[src/rtl/nc_contrast_pkg.sv]
package nc_contrast_pkg;

  // Row flags travelling with every beat.
  typedef struct packed {
    logic sor;
    logic eor;
  } nc_mark_t;

endpackage

[src/rtl/nc_lane_diff.sv]
module nc_lane_diff #(
  parameter int PIX_W  = 10,
  parameter int DIFF_W = PIX_W + 1
) (
  input  logic [PIX_W-1:0]  cur_pix,
  input  logic [PIX_W-1:0]  nxt_pix,
  input  logic              force_zero,
  output logic [DIFF_W-1:0] diff
);

  // Neighbour minus current; one extra bit keeps the sign for log codes.
  function automatic logic [DIFF_W-1:0] pix_diff(input logic [PIX_W-1:0] cur,
                                                 input logic [PIX_W-1:0] nxt);
    logic [DIFF_W-1:0] a;
    logic [DIFF_W-1:0] b;
    a = DIFF_W'(nxt);
    b = DIFF_W'(cur);
    return a - b;
  endfunction

  assign diff = force_zero ? '0 : pix_diff(cur_pix, nxt_pix);

endmodule

[src/rtl/nc_hold_stage.sv]
module nc_hold_stage
  import nc_contrast_pkg::*;
#(
  parameter int BEAT_W = 80
) (
  input  logic              clk,
  input  logic              rst_n,
  input  logic              load,
  input  logic              emit,
  input  logic              out_ready,
  input  logic [BEAT_W-1:0] in_beat,
  input  nc_mark_t          in_mark,
  output logic              held_v,
  output logic [BEAT_W-1:0] held_beat,
  output nc_mark_t          held_mark
);

  always_ff @(posedge clk or negedge rst_n) begin
    if (!rst_n) begin
      held_v    <= 1'b0;
      held_beat <= '0;
      held_mark <= '0;
    end else if (load) begin
      held_v    <= 1'b1;
      held_beat <= in_beat;
      held_mark <= in_mark;
    end else if (emit) begin
      held_v    <= 1'b0;
    end
  end


  stall_hold_chk: assert property (@(posedge clk) disable iff (!rst_n)
    held_v && !out_ready |=> held_v && $stable(held_beat) && $stable(held_mark));

endmodule

[src/rtl/nc_contrast_stream.sv]
module nc_contrast_stream
  import nc_contrast_pkg::*;
#(
  parameter int LANES  = 8,
  parameter int PIX_W  = 10,
  localparam int DIFF_W = PIX_W + 1,
  localparam int IN_W   = LANES * PIX_W,
  localparam int OUT_W  = LANES * DIFF_W
) (
  input  logic             clk,
  input  logic             rst_n,
  input  logic             in_valid,
  output logic             in_ready,
  input  logic [IN_W-1:0]  in_data,
  input  logic             in_sor,
  input  logic             in_eor,
  output logic             out_valid,
  input  logic             out_ready,
  output logic [OUT_W-1:0] out_data,
  output logic             out_sor,
  output logic             out_eor
);

  logic            held_v;
  logic [IN_W-1:0] held_beat;
  nc_mark_t        held_mark;
  nc_mark_t        in_mark;
  logic            accept_w;
  logic            emit_w;
  logic            flush_w;

  assign in_mark  = '{sor: in_sor, eor: in_eor};
  assign flush_w  = held_v && held_mark.eor;
  assign out_valid = held_v && (held_mark.eor || in_valid);
  assign in_ready = !held_v || out_ready;
  assign accept_w = in_valid && in_ready;
  assign emit_w   = out_valid && out_ready;
  assign out_sor  = held_mark.sor;
  assign out_eor  = held_mark.eor;

  nc_hold_stage #(.BEAT_W(IN_W)) hold_i (
    .clk       (clk),
    .rst_n     (rst_n),
    .load      (accept_w),
    .emit      (emit_w),
    .out_ready (out_ready),
    .in_beat   (in_data),
    .in_mark   (in_mark),
    .held_v    (held_v),
    .held_beat (held_beat),
    .held_mark (held_mark)
  );

  for (genvar l = 0; l < LANES; l++) begin : g_lane
    logic [PIX_W-1:0] nxt_pix;
    logic             zero_w;
    if (l == LANES - 1) begin : g_seam
      assign nxt_pix = in_data[PIX_W-1:0];
      assign zero_w  = held_mark.eor;
    end else begin : g_inner
      assign nxt_pix = held_beat[(l+1)*PIX_W +: PIX_W];
      assign zero_w  = 1'b0;
    end
    nc_lane_diff #(.PIX_W(PIX_W), .DIFF_W(DIFF_W)) diff_i (
      .cur_pix    (held_beat[l*PIX_W +: PIX_W]),
      .nxt_pix    (nxt_pix),
      .force_zero (zero_w),
      .diff       (out_data[l*DIFF_W +: DIFF_W])
    );
  end


  eor_flush_chk: assert property (@(posedge clk) disable iff (!rst_n)
    flush_w |-> out_valid);


  empty_quiet_chk: assert property (@(posedge clk) disable iff (!rst_n)
    !held_v |-> !out_valid);


  seam_zero_chk: assert property (@(posedge clk) disable iff (!rst_n)
    out_valid && out_eor |-> out_data[OUT_W-1 -: DIFF_W] == '0);


  swap_pair_chk: assert property (@(posedge clk) disable iff (!rst_n)
    held_v && accept_w |-> emit_w);


  reset_idle_chk: assert property (@(posedge clk) disable iff (!rst_n)
    $rose(rst_n) |-> !out_valid && in_ready);

endmodule

[config.mk]
export PLATFORM = sky130hd
export DESIGN_NAME = nc_contrast_stream
export DESIGN_NICKNAME = d
export VERILOG_FILES = /design/src/rtl/nc_contrast_pkg.sv /design/src/rtl/nc_lane_diff.sv /design/src/rtl/nc_hold_stage.sv /design/src/rtl/nc_contrast_stream.sv
export SDC_FILE = /design/constraint.sdc
export NUM_CORES = 1
export LEC_CHECK = 0
export BUFFER_PORTS_ARGS = -buffer_cell sky130_fd_sc_hd__buf_2
export CAP_MARGIN = 20
export CORE_UTILIZATION = 45
export CTS_CLUSTER_SIZE = 28
export DETAILED_ROUTE_END_ITERATION = 16
export PLACE_DENSITY = 0.71
export SETUP_SLACK_MARGIN = 0.1
export SYNTH_ARGS = -nofsm -noshare
export SYNTH_HDL_FRONTEND = slang
export SYNTH_HIERARCHICAL = 1
export SYNTH_SLANG_ARGS = --single-unit
[constraint.sdc]
create_clock -name clk -period 2.3 [get_ports clk]
set_input_delay 0.46 -clock clk [delete_from_list [all_inputs] [get_ports clk]]
set_output_delay 0.46 -clock clk [all_outputs]
set_load 0.05 [all_outputs]
==> impl_metrics.toml <==
[route]
drc = 0
wire_per_inst_um = 18.07
via_count = 7745
drt_pass1_iterations = 5
routed_wl_um = 26210
vias_per_cell = 5.341
drt-initial-drc-count = 338
drt.antenna.violating_nets = 0

[floorplanning]
die_height_um = 134.9
die_w_um = 134.9
boundaryPins = 178
start_util_pct = 45.94
dieArea_um2 = 18190
fp.coreArea_um2 = 17300
rows = 48

[placed_design]
place_ws_ns = -0.3637
dp_hpwl_um = 17610
place_inst = 1382
gp_congestion = 0.8873
portBuffers = 177

[synthesis]
synth_edf_count = 0
synthFlopType = "dfrtp_1"
ys_top_cells_by_area = "dfrtp_1, mux2_4, ha_1"
synth_most_common_cell = "inv_1"
yosysSeqAreaShare_pct = 26.14
synth_top_area_share_pct = 26.14
yosys.area.top_type = "dfrtp_1"
yosys_warnings = 6
async_flop_share_pct = 100.0
synth_top_cells_by_count = "inv_1, dfrtp_1, nor2_1"
yosys_register_bits = 83
synth_cell_types = 64
syn_inst = 824
avgSynthCellArea_um2 = 9.644
syn_area_um2 = 7946

[sta]
min_period_ns = 2.890
hold_ws_ns = 0.03130
fin_worst_skew_ns = 0.007765
period_share_pct = 125.6
finalSetupViolations = 69
finalMaxSlewViolations = 0
rsz0062_at_grt = "true"
fin_ws_ns = -0.5899
hold_violations = 0
timing.fmax_mhz = 346.0

[layout]
areaGrowthSynthToFinish_pct = 69.52
finalNetCount = 1394
layout-drive-gt1-share_pct = 62.86
fill_cells = 1021
fin_cells = 1450
fin_util_pct = 77.88
diodes = 0

[clock_tree]
ctsHoldBuffers = 0
htreeDepth = 3
tritoncts = "done"
clk-insertion-delay-late_ns = 0.35
numCtsBuffers = 9
cts.sinks = 83
root_buffer = "clkbuf_16"
clk_pin_slew_worst_paths_ns = 0.07
cts_max_path_buffers = 2

[critical_path]
crit_fanout = 3
worst_setup_path_start_kind = "register"
critPathArrivalTime_ns = 2.43
critPathCaptureType = "primary output"
crit_type = "register to primary output"
crit_required_ns = 1.84

[global_routing]
track_usage_pct = 28.11
grt_max_degree = 38
grt_pass1_vias = 7994
grt.overflow.total = 0
grt_antenna_before_repair = 1
grt_first_pass_wirelength_um = 39820

[flow_run]
maxCapViolations = 0

[power_and_ir_drop]
p_leak_nw = 6.210
worst_ir_drop_vdd_uv = 1002
power_density_nw_per_um2 = 1266

[run_status]
violations = "setup timing"
status = "complete, but fails checks"

[hold_path]
hold_class = "input port to asynchronous set/reset pin"
per-stage QoR:
| stage | cell area, µm² | setup TNS [ns] | power (mW) |
|---|---|---|---|
| floorplan | 8981 | -1.743 | 9.689 |
| global placement | 11040 | -5.492 | 12.08 |
| detailed placement | 11040 | -6.600 | 12.26 |
| CTS | 12970 | -23.32 | 16.07 |
| global route | 13470 | -30.38 | 17.94 |
| finish | 13470 | -25.15 | 17.06 |
cells by family (layout without fill, tap and decap cells):
logic type	Yosys count	count (layout)	share of synthesized area [%]
AO/OA/AOI/OAI	177	177	17.01
XOR/XNOR	11	11	1.212
adder cells (fa/ha/maj)	88	88	14.61
buffers and inverters	120	477	6.771
flip-flops	83	83	26.14
multiplexers	99	99	17.51
other	1	45	0.04719
AND/OR/NAND/NOR	245	245	16.71
metal layers:
| layer | vias up | global-route usage [%] | wire (µm) |
|---|---|---|---|
| met3 | 61 | 5.143 | 1201 |
| li1 | 3716 | - | - |
| met5 | - | 0 | 13 |
| met4 | 2 | 11.80 | 794 |
| met1 | 3730 | 33.97 | 10840 |
| met2 | 236 | 48.97 | 13350 |
cells in the final DEF (no fill, tap or decap), drive strengths merged, types with 13 or more instances in the layout:
| cell type | count |
|---|---|
| nor2 | 82 |
| a21oi | 36 |
| buf | 364 |
| nand2 | 22 |
| mux2 | 95 |
| a211oi | 13 |
| o21ai | 37 |
| nor2b | 33 |
| inv | 99 |
| o21a | 22 |
| nand4 | 15 |
| dfrtp | 83 |
| ha | 80 |
| conb | 45 |
| nor3 | 24 |
| nand2b | 13 |
worst max-delay path, stage by stage (launching register included):
cell	delay, ns
dfrtp_1	0.40
buf_6	0.13
ha_4	0.23
a211oi_2	0.19
nor2_2	0.08
or3_1	0.32
o32ai_2	0.23
mux2_4	0.34
buf_8	0.15
cell type report:
cell class / instances / area, µm² / share of cell area [%]
clock inverter: 6 / 71.32 / 0.5294
clock buffer: 10 / 239.0 / 1.774
sequential: 83 / 2096 / 15.56
multi-input combinational: 665 / 7348 / 54.55
timing repair buffer: 364 / 3058 / 22.70
tap: 225 / 281.5 / 2.090
inverter: 97 / 376.6 / 2.796
registers in the layout (all words and copies together) (netlist names):
signal,flops
hold_i/held_beat,80
hold_i/held_mark,2
hold_i/held_v,1
worst paths after layout:
kind | depth (start not counted) | slack (ns) | from | endpoint
hold / removal | 1 | 0.03 | rst_n | hold_i/held_beat[17]
setup / recovery | 8 | -0.59 | hold_i/held_beat[75] | out_data[75]
hold reg to reg | 1 | 0.52 | hold_i/held_v | hold_i/held_v
min in group clk | 2 | 0.33 | in_data[69] | hold_i/held_beat[69]
max in group asynchronous | 2 | 1.60 | rst_n | hold_i/held_beat[45]
setup reg to reg | 4 | 0.67 | hold_i/held_v | hold_i/held_beat[5]
report_power, final:
part	switching (mW)	leakage (nW)	internal, mW
Combinational	7.14	5.11	6.23
Clock	0.659	0.146	0.881
Sequential	0.366	0.952	1.79
Total	8.16	6.21	8.90
timing repair:
| action | 4_1_cts | 5_1_grt |
|---|---|---|
| setup endpoints to repair | 80 | 80 |
| buffers inserted | 35 | 28 |
| resized for setup | 326 | 87 |
| pin swaps | 80 | 73 |
| gates cloned | 0 | 0 |
No activity file was read; power rests on OpenSTA's default activity.
